File: src/rtl/tmr_regblk_pkg.sv
package tmr_regblk_pkg;

  localparam int unsigned TMR_MIN = 3;
  localparam int unsigned TMR_MAX = 32;
  localparam int unsigned DW      = 64;
  localparam int unsigned HW      = DW / 2;

  // writable bits of a channel configuration word
  localparam logic [DW-1:0] TCFG_WMASK = 64'h0000_0000_0000_7F4E;
  // read-only ones of a channel configuration word
  localparam logic [DW-1:0] TCFG_FIXED = 64'h0000_0000_0000_0030;

  typedef enum logic [2:0] {
    SEL_NONE,
    SEL_CAP,
    SEL_GCFG,
    SEL_STAT,
    SEL_CNT,
    SEL_TCFG,
    SEL_TCMP,
    SEL_TRTE
  } reg_sel_e;

  function automatic int unsigned clamp_timers(input int unsigned n);
    if (n < TMR_MIN) return TMR_MIN;
    if (n > TMR_MAX) return TMR_MAX;
    return n;
  endfunction

  function automatic logic [DW-1:0] cap_word(input int unsigned nt,
                                             input logic [15:0] vid,
                                             input logic [31:0] fs);
    logic [4:0] lastn;
    lastn = 5'(nt - 1);
    return {fs, vid, 1'b1, 1'b0, 1'b1, lastn, 8'h01};
  endfunction

  // merge a write into the old value according to half select and width
  function automatic logic [DW-1:0] half_merge(input logic [DW-1:0] old,
                                               input logic [DW-1:0] wd,
                                               input logic upper,
                                               input logic wide);
    if (upper)     return {wd[HW-1:0], old[HW-1:0]};
    else if (wide) return wd;
    else           return {old[DW-1:HW], wd[HW-1:0]};
  endfunction

  // align the selected half of a register onto the read bus
  function automatic logic [DW-1:0] half_read(input logic [DW-1:0] v,
                                              input logic upper,
                                              input logic wide);
    if (upper)     return {{HW{1'b0}}, v[DW-1:HW]};
    else if (wide) return v;
    else           return {{HW{1'b0}}, v[HW-1:0]};
  endfunction

  function automatic logic [DW-1:0] mask_merge(input logic [DW-1:0] nv,
                                               input logic [DW-1:0] old,
                                               input logic [DW-1:0] mask);
    return (nv & mask) | (old & ~mask);
  endfunction

endpackage

File: src/rtl/tmr_regblk_decode.sv
module tmr_regblk_decode
  import tmr_regblk_pkg::*;
#(
  parameter int unsigned NT   = 3,
  parameter int unsigned IDXW = 2
)(
  input  logic [9:2]      addr,
  output reg_sel_e        sel,
  output logic [IDXW-1:0] tidx,
  output logic            upper
);

  logic [4:0] slot;

  always_comb begin
    upper = addr[2];
    sel   = SEL_NONE;
    slot  = 5'd0;
    if (addr[9:8] == 2'b00) begin
      case (addr[7:3])
        5'h00:   sel = SEL_CAP;
        5'h02:   sel = SEL_GCFG;
        5'h04:   sel = SEL_STAT;
        5'h1E:   sel = SEL_CNT;
        default: sel = SEL_NONE;
      endcase
    end else begin
      slot = addr[9:5] - 5'd8;
      if (32'(slot) < NT) begin
        case (addr[4:3])
          2'd0:    sel = SEL_TCFG;
          2'd1:    sel = SEL_TCMP;
          2'd2:    sel = SEL_TRTE;
          default: sel = SEL_NONE;
        endcase
      end
    end
  end

  assign tidx = slot[IDXW-1:0];

endmodule

File: src/rtl/tmr_regblk_counter.sv
module tmr_regblk_counter
  import tmr_regblk_pkg::*;
(
  input  logic          clk,
  input  logic          rst_n,
  input  logic          run,
  input  logic          wr,
  input  logic          upper,
  input  logic          wide,
  input  logic [DW-1:0] wdata,
  output logic [DW-1:0] cnt_q,
  output logic          cnt_inc
);

  // a load wins over the increment in the same cycle
  assign cnt_inc = run && !wr;

  always_ff @(posedge clk or negedge rst_n) begin
    if (!rst_n)       cnt_q <= '0;
    else if (wr)      cnt_q <= half_merge(cnt_q, wdata, upper, wide);
    else if (cnt_inc) cnt_q <= cnt_q + 64'd1;
  end

endmodule

File: src/rtl/tmr_regblk_status.sv
module tmr_regblk_status #(
  parameter int unsigned NT = 3
)(
  input  logic          clk,
  input  logic          rst_n,
  input  logic [NT-1:0] set_mask,
  input  logic          w1c_en,
  input  logic [NT-1:0] w1c_bits,
  output logic [NT-1:0] stat_q,
  output logic [NT-1:0] clr_q
);

  logic [NT-1:0] clr_now;

  assign clr_now = w1c_en ? (w1c_bits & stat_q) : '0;

  always_ff @(posedge clk or negedge rst_n) begin
    if (!rst_n) begin
      stat_q <= '0;
      clr_q  <= '0;
    end else begin
      // a new match outranks a clear arriving in the same cycle
      stat_q <= (stat_q & ~clr_now) | set_mask;
      clr_q  <= clr_now;
    end
  end

endmodule

File: src/rtl/tmr_regblk_chan.sv
module tmr_regblk_chan
  import tmr_regblk_pkg::*;
#(
  parameter int unsigned NT        = 3,
  parameter int unsigned IDXW      = 2,
  parameter logic [31:0] ROUTE_CAP = 32'h0000_0F00
)(
  input  logic             clk,
  input  logic             rst_n,
  input  logic             wr_cfg,
  input  logic             wr_cmp,
  input  logic             wr_rte,
  input  logic [IDXW-1:0]  tidx,
  input  logic             upper,
  input  logic             wide,
  input  logic [DW-1:0]    wdata,
  output logic [NT*DW-1:0] cfg_flat,
  output logic [NT*DW-1:0] cmp_flat,
  output logic [NT*DW-1:0] rte_flat
);

  localparam logic [DW-1:0] CFG_RST = {ROUTE_CAP, 32'h0} | TCFG_FIXED;

  for (genvar i = 0; i < int'(NT); i++) begin : g_tmr
    logic [DW-1:0] cfg_q;
    logic [DW-1:0] cmp_q;
    logic [DW-1:0] rte_q;
    logic          hit;

    assign hit = (tidx == IDXW'(i));

    always_ff @(posedge clk or negedge rst_n) begin
      if (!rst_n) begin
        cfg_q <= CFG_RST;
        cmp_q <= '1;
        rte_q <= '0;
      end else begin
        if (wr_cfg && hit)
          cfg_q <= mask_merge(half_merge(cfg_q, wdata, upper, wide), cfg_q, TCFG_WMASK);
        if (wr_cmp && hit)
          cmp_q <= half_merge(cmp_q, wdata, upper, wide);
        if (wr_rte && hit)
          rte_q <= half_merge(rte_q, wdata, upper, wide);
      end
    end

    assign cfg_flat[i*DW +: DW] = cfg_q;
    assign cmp_flat[i*DW +: DW] = cmp_q;
    assign rte_flat[i*DW +: DW] = rte_q;
  end

endmodule

File: src/rtl/tmr_regblk.sv
module tmr_regblk
  import tmr_regblk_pkg::*;
#(
  parameter int unsigned NUM_TIMERS = 3,
  parameter logic [15:0] VENDOR_ID  = 16'h1AB5,
  parameter logic [31:0] TICK_FS    = 32'd10_000_000,
  parameter logic [31:0] ROUTE_CAP  = 32'h0000_0F00,
  localparam int unsigned NT        = clamp_timers(NUM_TIMERS)
)(
  input  logic             clk,
  input  logic             rst_n,
  input  logic             bus_req,
  input  logic             bus_wr,
  input  logic             bus_wide,
  input  logic [9:0]       bus_addr,
  input  logic [63:0]      bus_wdata,
  output logic [63:0]      bus_rdata,
  output logic             bus_rvalid,
  output logic             run_en,
  output logic             legacy_en,
  input  logic [NT-1:0]    ch_match,
  output logic [NT-1:0]    ch_stat_clr,
  output logic [NT*64-1:0] ch_cfg,
  output logic [NT*64-1:0] ch_cmp,
  output logic [NT*64-1:0] ch_route
);

  localparam int unsigned IDXW = (NT > 1) ? $clog2(NT) : 1;
  localparam logic [DW-1:0] CAP = cap_word(NT, VENDOR_ID, TICK_FS);

  reg_sel_e        sel;
  logic [IDXW-1:0] tidx;
  logic            upper;
  logic            dec_hit;
  logic            acc_wr, acc_rd;
  logic            gcfg_wr, cnt_wr, stat_w1c;
  logic            tcfg_wr, tcmp_wr, trte_wr;
  logic [1:0]      gcfg_q;
  logic [DW-1:0]   gcfg_merged;
  logic [DW-1:0]   cnt_q;
  logic            cnt_inc;
  logic [NT-1:0]   stat_q;
  logic [NT-1:0]   set_mask;
  logic [DW-1:0]   rd_val;
  logic            unused_addr_lo;

  assign unused_addr_lo = ^bus_addr[1:0];

  tmr_regblk_decode #(.NT(NT), .IDXW(IDXW)) u_decode (
    .addr  (bus_addr[9:2]),
    .sel   (sel),
    .tidx  (tidx),
    .upper (upper)
  );

  assign dec_hit  = (sel != SEL_NONE);
  assign acc_wr   = bus_req && bus_wr;
  assign acc_rd   = bus_req && !bus_wr;
  assign gcfg_wr  = acc_wr && (sel == SEL_GCFG);
  assign cnt_wr   = acc_wr && (sel == SEL_CNT);
  assign stat_w1c = acc_wr && (sel == SEL_STAT) && !upper;
  assign tcfg_wr  = acc_wr && (sel == SEL_TCFG);
  assign tcmp_wr  = acc_wr && (sel == SEL_TCMP);
  assign trte_wr  = acc_wr && (sel == SEL_TRTE);

  // general configuration: only the two low bits are kept
  assign gcfg_merged = half_merge({62'd0, gcfg_q}, bus_wdata, upper, bus_wide);

  always_ff @(posedge clk or negedge rst_n) begin
    if (!rst_n)       gcfg_q <= 2'b00;
    else if (gcfg_wr) gcfg_q <= gcfg_merged[1:0];
  end

  assign run_en    = gcfg_q[0];
  assign legacy_en = gcfg_q[1];

  tmr_regblk_counter u_counter (
    .clk     (clk),
    .rst_n   (rst_n),
    .run     (run_en),
    .wr      (cnt_wr),
    .upper   (upper),
    .wide    (bus_wide),
    .wdata   (bus_wdata),
    .cnt_q   (cnt_q),
    .cnt_inc (cnt_inc)
  );

  // a match counts only for channels set to level type
  always_comb begin
    for (int i = 0; i < int'(NT); i++)
      set_mask[i] = ch_match[i] && ch_cfg[i*DW + 1];
  end

  tmr_regblk_status #(.NT(NT)) u_status (
    .clk      (clk),
    .rst_n    (rst_n),
    .set_mask (set_mask),
    .w1c_en   (stat_w1c),
    .w1c_bits (bus_wdata[NT-1:0]),
    .stat_q   (stat_q),
    .clr_q    (ch_stat_clr)
  );

  tmr_regblk_chan #(.NT(NT), .IDXW(IDXW), .ROUTE_CAP(ROUTE_CAP)) u_chan (
    .clk      (clk),
    .rst_n    (rst_n),
    .wr_cfg   (tcfg_wr),
    .wr_cmp   (tcmp_wr),
    .wr_rte   (trte_wr),
    .tidx     (tidx),
    .upper    (upper),
    .wide     (bus_wide),
    .wdata    (bus_wdata),
    .cfg_flat (ch_cfg),
    .cmp_flat (ch_cmp),
    .rte_flat (ch_route)
  );

  always_comb begin
    case (sel)
      SEL_CAP:  rd_val = CAP;
      SEL_GCFG: rd_val = {62'd0, gcfg_q};
      SEL_STAT: rd_val = {{(DW-NT){1'b0}}, stat_q};
      SEL_CNT:  rd_val = cnt_q;
      SEL_TCFG: rd_val = ch_cfg[tidx*DW +: DW];
      SEL_TCMP: rd_val = ch_cmp[tidx*DW +: DW];
      SEL_TRTE: rd_val = ch_route[tidx*DW +: DW];
      default:  rd_val = '0;
    endcase
  end

  always_ff @(posedge clk or negedge rst_n) begin
    if (!rst_n) begin
      bus_rdata  <= '0;
      bus_rvalid <= 1'b0;
    end else begin
      bus_rvalid <= acc_rd;
      if (acc_rd) bus_rdata <= half_read(rd_val, upper, bus_wide);
    end
  end

endmodule

File: config.mk
export PLATFORM = sky130hd
export DESIGN_NAME = tmr_regblk
export DESIGN_NICKNAME = d
export VERILOG_FILES = /design/src/rtl/tmr_regblk_pkg.sv /design/src/rtl/tmr_regblk_decode.sv /design/src/rtl/tmr_regblk_counter.sv /design/src/rtl/tmr_regblk_status.sv /design/src/rtl/tmr_regblk_chan.sv /design/src/rtl/tmr_regblk.sv
export SDC_FILE = /design/constraint.sdc
export NUM_CORES = 1
export LEC_CHECK = 0
export ABC_AREA = 1
export BUFFER_PORTS_ARGS = -buffer_cell sky130_fd_sc_hd__buf_2
export CELL_PAD_IN_SITES_DETAIL_PLACEMENT = 1
export CELL_PAD_IN_SITES_GLOBAL_PLACEMENT = 2
export CORE_MARGIN = 10
export CORE_UTILIZATION = 30
export DETAILED_ROUTE_END_ITERATION = 16
export PLACE_DENSITY = 0.87
export RECOVER_POWER = 25
export SETUP_SLACK_MARGIN = 0.3
export SLEW_MARGIN = 10
export SYNTH_ARGS = -nofsm -noshare
export SYNTH_HDL_FRONTEND = slang
export SYNTH_HIERARCHICAL = 1
export SYNTH_SLANG_ARGS = --single-unit
File: constraint.sdc
create_clock -name clk -period 2.25 [get_ports clk]
set_input_delay 0.1125 -clock clk [delete_from_list [all_inputs] [get_ports clk]]
set_output_delay 0.1125 -clock clk [all_outputs]
set_load 0.03 [all_outputs]
# Word-level counts from Yosys, hierarchy flattened

Cells that the tools add are included.

Register bits: 713
Input port bits: 82
Output and inout bits: 646

$lt $le $gt $ge: 1
Eq/ne operators: 16
Add/subtract/negate cells: 2
Multiplexer cells: 25
Shifts and indexed selects: 3
Reductions and logical operators: 46
Bitwise operators: 8

Operator list:

| operator              | count |
|---|---|
| $mux 64               | 12 |
| $shiftx 192x9->64     | 3 |
| $pmux 64 s7           | 1 |
| $or 15x64->64         | 3 |
| $mux 15               | 6 |
| $add 64x1->64 const B | 1 |
| $reduce_and 2->1      | 15 |
| $logic_and 1x1->1     | 22 |
| $eq 3x3->1 const B    | 4 |
| $pmux 3 s4            | 1 |
| $mux 3                | 3 |
| $pmux 3 s3            | 1 |
| $and 3x3->3           | 2 |
| $eq 3x2->1 const B    | 2 |
| $logic_not 2->1       | 3 |
| $eq 5x2->1 const B    | 1 |
| $eq 5x3->1 const B    | 1 |
| $eq 5x5->1 const B    | 1 |
| $logic_not 5->1       | 1 |
| $lt 5x2->1 const B    | 1 |
| $sub 5x4->5 const B   | 1 |
| $eq 2x1->1 const B    | 2 |
| $eq 2x2->1 const B    | 2 |
| $reduce_bool 2->1     | 2 |
| other kinds (8)       | 10 |

# Longest topological paths before layout

Depth after elaboration: 11
Mapped depth: 21

# Modules after synthesis

The synthesis kept the hierarchy.

By module, submodules not included:

| module             | area an instance (um^2) | times used | cells an instance | seq. area each (um^2) |
|---|---|---|---|---|
| tmr_regblk_chan    | 17,905.9                | 1          | 2,066             | 10,675.2 |
| tmr_regblk         | 9,741.8                 | 1          | 1,975             | 1,676.6 |
| tmr_regblk_counter | 5,316.3                 | 1          | 887               | 1,601.5 |
| tmr_regblk_status  | 215.2                   | 1          | 23                | 150.1 |
| tmr_regblk_decode  | 201.4                   | 1          | 35                | 0.0 |

# Worst setup path before layout

OpenSTA, ideal clock, no wires.

Path type: input port to flip-flop
Start point: in bus_addr[3]
End point: reg u_chan.g_tmr[1].rte_q[14]
Cell stages on the path: 16
Required time: 2,133 ps
Buffers on the path: 5
Setup slack: -14 ps
Arrival time: 2,147 ps
Setup time: 117 ps
Cell sequence: inv_1 -> ha_1 -> inv_1 -> nand2_1 -> nand4_1 -> nand2_1 -> buf_4 -> nand3_1 -> buf_2 -> buf_2 -> nor2_1 -> clkbuf_1 -> nand3_1 -> buf_2 -> nand2_1 -> nand2_1

Longest elaborated chain between the ends: 8

Ends and longest elaborated chain:

| element                                  | RTL line                | source |
|---|---|---|
| from (decl)                              | tmr_regblk.sv:15        | `input logic [9:0] bus_addr,` |
| $eq 2x2->1, or another cell as far along | tmr_regblk_decode.sv:30 | `case (addr[4:3])` |
| $pmux 3 s3                               | tmr_regblk_decode.sv:30 |  |
| $mux 3                                   | tmr_regblk_decode.sv:29 | `if (32'(slot) < NT) begin` |
| $mux 3 *                                 | tmr_regblk_decode.sv:19 | `if (addr[9:8] == 2'b00) begin` |
| named net sel[0]                         | tmr_regblk.sv:31        | `reg_sel_e sel;` |
| $eq 3x3->1 *                             | tmr_regblk.sv:64        | `assign trte_wr = acc_wr && (sel == SEL_TRTE);` |
| $logic_and 1x1->1 *                      | tmr_regblk.sv:64        |  |
| named net trte_wr                        | tmr_regblk.sv:37        | `logic tcfg_wr, tcmp_wr, trte_wr;` |
| $logic_and 1x1->1 *                      | tmr_regblk_chan.sv:42   | `if (wr_rte && hit)` |
| $reduce_and 2->1 (no source line) *      | --                      |  |
| to (signal assigned)                     | tmr_regblk_chan.sv:43   | `rte_q <= half_merge(rte_q, wdata, upper, wide);` |
| to (decl)                                | tmr_regblk_chan.sv:27   | `logic [DW-1:0] rte_q;` |

The timed path passes the listed nets; every way through them passes the cells marked *.
A chain may end at the register's enable or synchronous reset.

# Worst setup path in the final report

Start point: in bus_addr[3]
End point: reg u_chan.g_tmr[1].cmp_q[9]

Longest elaborated chain between the ends: 8

Ends and longest elaborated chain:

| element                                  | RTL line                | source |
|---|---|---|
| $eq 2x2->1, or another cell as far along | tmr_regblk_decode.sv:30 |  |
| $pmux 3 s3                               | tmr_regblk_decode.sv:30 |  |
| $mux 3                                   | tmr_regblk_decode.sv:29 |  |
| $mux 3 *                                 | tmr_regblk_decode.sv:19 |  |
| named net sel[2]                         | tmr_regblk.sv:31        |  |
| $eq 3x3->1 *                             | tmr_regblk.sv:63        | `assign tcmp_wr = acc_wr && (sel == SEL_TCMP);` |
| $logic_and 1x1->1 *                      | tmr_regblk.sv:63        |  |
| named net tcmp_wr                        | tmr_regblk.sv:37        |  |
| $logic_and 1x1->1 *                      | tmr_regblk_chan.sv:40   | `if (wr_cmp && hit)` |
| $reduce_and 2->1 (no source line) *      | --                      |  |
| to (signal assigned)                     | tmr_regblk_chan.sv:41   | `cmp_q <= half_merge(cmp_q, wdata, upper, wide);` |
| to (decl)                                | tmr_regblk_chan.sv:26   | `logic [DW-1:0] cmp_q;` |

Marked as above.

==> impl_metrics.json <==
{
  "fin_skew_ns": 0.0323,
  "avgViaCountPerCell": 5.34,
  "irDropWorstVdd_v": 0.000464,
  "antenna_found_initial": 36,
  "final_cell_mix": "nand2_1 (2206), buf_2 (562), inv_1 (388)",
  "dp_hpwl_um": 171000,
  "cp-end-kind": "flip-flop",
  "cpPeakStageDelay_ns": 0.20,
  "syn-cell-area_mm2": 0.0334,
  "rows": 122,
  "maxCapViolations": 1,
  "async_flop_share_pct": 100,
  "min_path_cells": 5,
  "vias": 39300,
  "syn_inst": 4986,
  "critPathSlowestCell": "ha_1",
  "syn2layout_area_growth_pct": 35.6,
  "p_per_area_mw_per_mm2": 693,
  "failed_checks": "capacitance limit, slew limit",
  "tritoncts": "done",
  "grt_setup_unrepaired": "yes",
  "path_clk_slew_ns": 0.06,
  "setup_ws_ns": 0.232,
  "grt_pass1_wl_um": 306000,
  "cts_buffer_depth": 3,
  "drt_iter0_drc": 3798,
  "core_area_mm2": 0.111,
  "gp_congestion": 0.996,
  "reg2reg_depth": 10,
  "boundaryPins": 728,
  "cts_max_level": 3,
  "crit_type": "in -> reg",
  "overflow": 0,
  "fin_crit_ns": 2.02,
  "crit_arrival_ns": 2.62,
  "p_leak_nw": 23.8,
  "grt_use_total_pct": 33.6,
  "worstPathRequired_ns": 2.86,
  "drive_gt1_share_pct": 28.2,
  "hold_violations": 0,
  "grt_pass1_vias": 40100,
  "crit_cells": 19,
  "stdcell_count": 7370,
  "placed_cells": 7104,
  "design_area_mm2": 0.0453,
  "syn-mean-instance-area_um2": 6.69,
  "crit_chain": "buf_12 -> ha_1 -> inv_1 -> nand4_1 -> nand2_4 -> nand2_8 -> nor2_4 -> buf_12 -> buf_6 -> inv_8 -> clkbuf_16 -> buf_4 -> nor2_4 -> nand3_4 -> nor2_4 -> buf_12 -> clkbuf_16 -> nand2_1 -> nand2_1",
  "ys_seq_area_share_pct": 42.3,
  "r2r_end": "u_counter/cnt_q[27]$_DFFE_PN0P_",
  "holdPathEnd": "u_counter/cnt_q[39]$_DFFE_PN0P_",
  "report.final.slew_viol_count": 36,
  "cts_root_buffer": "clkbuf_16",
  "drcViolationCount": 0,
  "synth-seq-cells": 554,
  "fp.dieW_um": 354,
  "yosysUniqueCellTypes": 46,
  "ys.flop_type": "dfrtp_1",
  "status": "complete, but fails checks",
  "synth_edf_count": 0,
  "nets": 5903,
  "die_h_um": 354,
  "synth_warnings": 6,
  "crit_path_start_kind": "primary input",
  "finalSetupViolations": 0,
  "max_freq_ghz": 0.496,
  "avgRoutedWirePerCell_um": 30.4,
  "dr.pass1.iters": 6,
  "cp_top_family": "simple AND/OR/NAND/NOR gates",
  "clock_sinks": 554,
  "grt_max_degree": 82,
  "layout_commonest_cell": "nand2_1",
  "design.die.area_mm2": 0.125,
  "tightest_slew_ns": 1.58,
  "hp-start": "bus_wdata[39]",
  "worst-r2r-setup-slack_ns": 0.35,
  "insertion_delay_ns": 0.68,
  "hp-class": "in -> reg",
  "r2r_start": "u_counter/cnt_q[0]$_DFFE_PN0P_",
  "numCtsBuffers": 72,
  "start_util_pct": 30.2,
  "fin_crit_sh_pct": 89.7,
  "place_ws_ns": -0.713,
  "wirelength_um": 224000,
  "slew_headroom_pct": -5.08,
  "dpl_cell_area_mm2": 0.0402,
  "worstPathMaxFanout": 8,
  "antenna_left": 0,
  "worst-path-buf-inv": 9,
  "numPortBuffers": 566
}
[cell families after synthesis]
| kind of cell | count (synthesis) | synth area share [%] |
|---|---|---|
| buf+inv | 858 | 12.2 |
| fa+ha+maj | 4 | 0.150 |
| simple gates | 3168 | 38.6 |
| xor+xnor | 10 | 0.262 |
| flops | 554 | 42.3 |
| other cells | 2 | 0.0225 |
| mux | 1 | 0.0337 |
| compound gates | 389 | 6.50 |
[layout make-up]
| type | instances | area (µm²) |
|---|---|---|
| tap | 1488 | 1860 |
| inverter | 413 | 1580 |
| fill | 14100 | 65300 |
| antenna | 7 | 17.5 |
| clock inverter | 26 | 300 |
| clock buffer | 106 | 2130 |
| timing repair buffer | 1045 | 8090 |
| multi-input combinational | 3731 | 17100 |
| sequential | 554 | 14100 |
[state kept, by name, indices dropped and copies added (netlist names)]
| register | count |
|---|---|
| u_chan/g_tmr.cfg_q | 33 |
| u_status/stat_q | 3 |
| u_status/clr_q | 3 |
| u_counter/cnt_q | 64 |
| u_chan/g_tmr.rte_q | 192 |
| gcfg_q | 2 |
| bus_rvalid | 1 |
| bus_rdata | 64 |
| u_chan/g_tmr.cmp_q | 192 |
[metal layers]
| layer | vias to the layer above | track usage [%] | wire length, µm |
|---|---|---|---|
| li1 | 16900 | - | - |
| met1 | 19600 | 40.3 | 84300 |
| met2 | 2184 | 53.7 | 101000 |
| met3 | 581 | 10.0 | 23000 |
| met4 | 44 | 18.4 | 15400 |
| met5 | - | 0 | 305 |
[worst max-delay path by stage]
stage                startpoint                               endpoint  slack, ns
finish              bus_addr[3]   u_chan/g_tmr[1].cmp_q[9]$_DFFE_PN1P_       0.23
global route              rst_n  u_chan/g_tmr[0].rte_q[58]$_DFFE_PN0P_       0.11
CTS                 bus_addr[4]              bus_rdata[28]$_DFFE_PN0P_       0.26
detailed placement  bus_addr[3]              bus_rdata[15]$_DFFE_PN0P_      -0.71
global placement    bus_addr[3]              bus_rdata[15]$_DFFE_PN0P_      -0.73
floorplan           bus_addr[3]        u_counter/cnt_q[40]$_DFFE_PN0P_       0.22
[where the power goes]
group	switching (mW)	internal, mW
logic	5.06	2.10
clock network	5.02	7.27
registers	1.24	10.7
[through the flow]
| stage | hold WS [ns] | power, mW | utilization [%] | setup TNS, ns |
|---|---|---|---|---|
| after global routing | 0.0640 | 32.4 | 40.9 | 0 |
| after detailed placement | 0.0918 | 18.4 | 36.4 | -185.91 |
| after global placement | 0.0897 | 18.3 | 36.4 | -168.97 |
| after CTS | 0.00933 | 30.9 | 39.6 | 0 |
| after floorplan | -0.183 | 15.3 | - | 0 |
| final | 0.0436 | 31.3 | 40.9 | 0 |
[synth_stat cells, types with 3 or more instances]
cell	n	share of area, %
nand2_1	2311	26
inv_1	395	4.4
dfrtp_1	362	27
nand3_1	335	5.0
nor2_1	324	3.6
dfstp_2	192	15
buf_4	172	3.9
buf_2	156	2.3
o21ai_0	156	2.3
a21oi_1	149	2.2
nand4_1	142	2.7
clkbuf_1	94	1.1
o211ai_1	39	0.88
buf_1	17	0.19
inv_2	16	0.18
o21bai_1	16	0.36
nand2_2	14	0.26
nor2_2	13	0.24
nor2_4	9	0.30
or2_2	8	0.15
a22o_1	7	0.18
clkbuf_2	5	0.075
xnor2_1	5	0.13
xor2_1	5	0.13
ha_1	4	0.15
nand2_4	4	0.13
o21ai_1	4	0.060
nand3_2	3	0.090
nor3_1	3	0.045
o21bai_2	3	0.10
o31ai_1	3	0.067
[worst register-to-register path, cell delays in order, from the launching register on]
cell and delay (ns):
dfrtp_1 0.39, buf_4 0.18, inv_1 0.09, nor2_4 0.23, nand2_4 0.11, nor2_2 0.10
nand2_2 0.16, inv_2 0.15, nor2_1 0.05, o21ai_0 0.21, a21oi_1 0.09
[repair_timing]
action / 4_1_cts / 5_1_grt
gates cloned: 1 / 12
setup buffers: 23 / 26
setup endpoints to repair: 263 / 367
resized for setup: 71 / 293
pin swaps: 19 / 89
endpoints found under the hold margin: 490 / 0
hold buffers: 65 / 0
(Power assumes the default switching activity.)
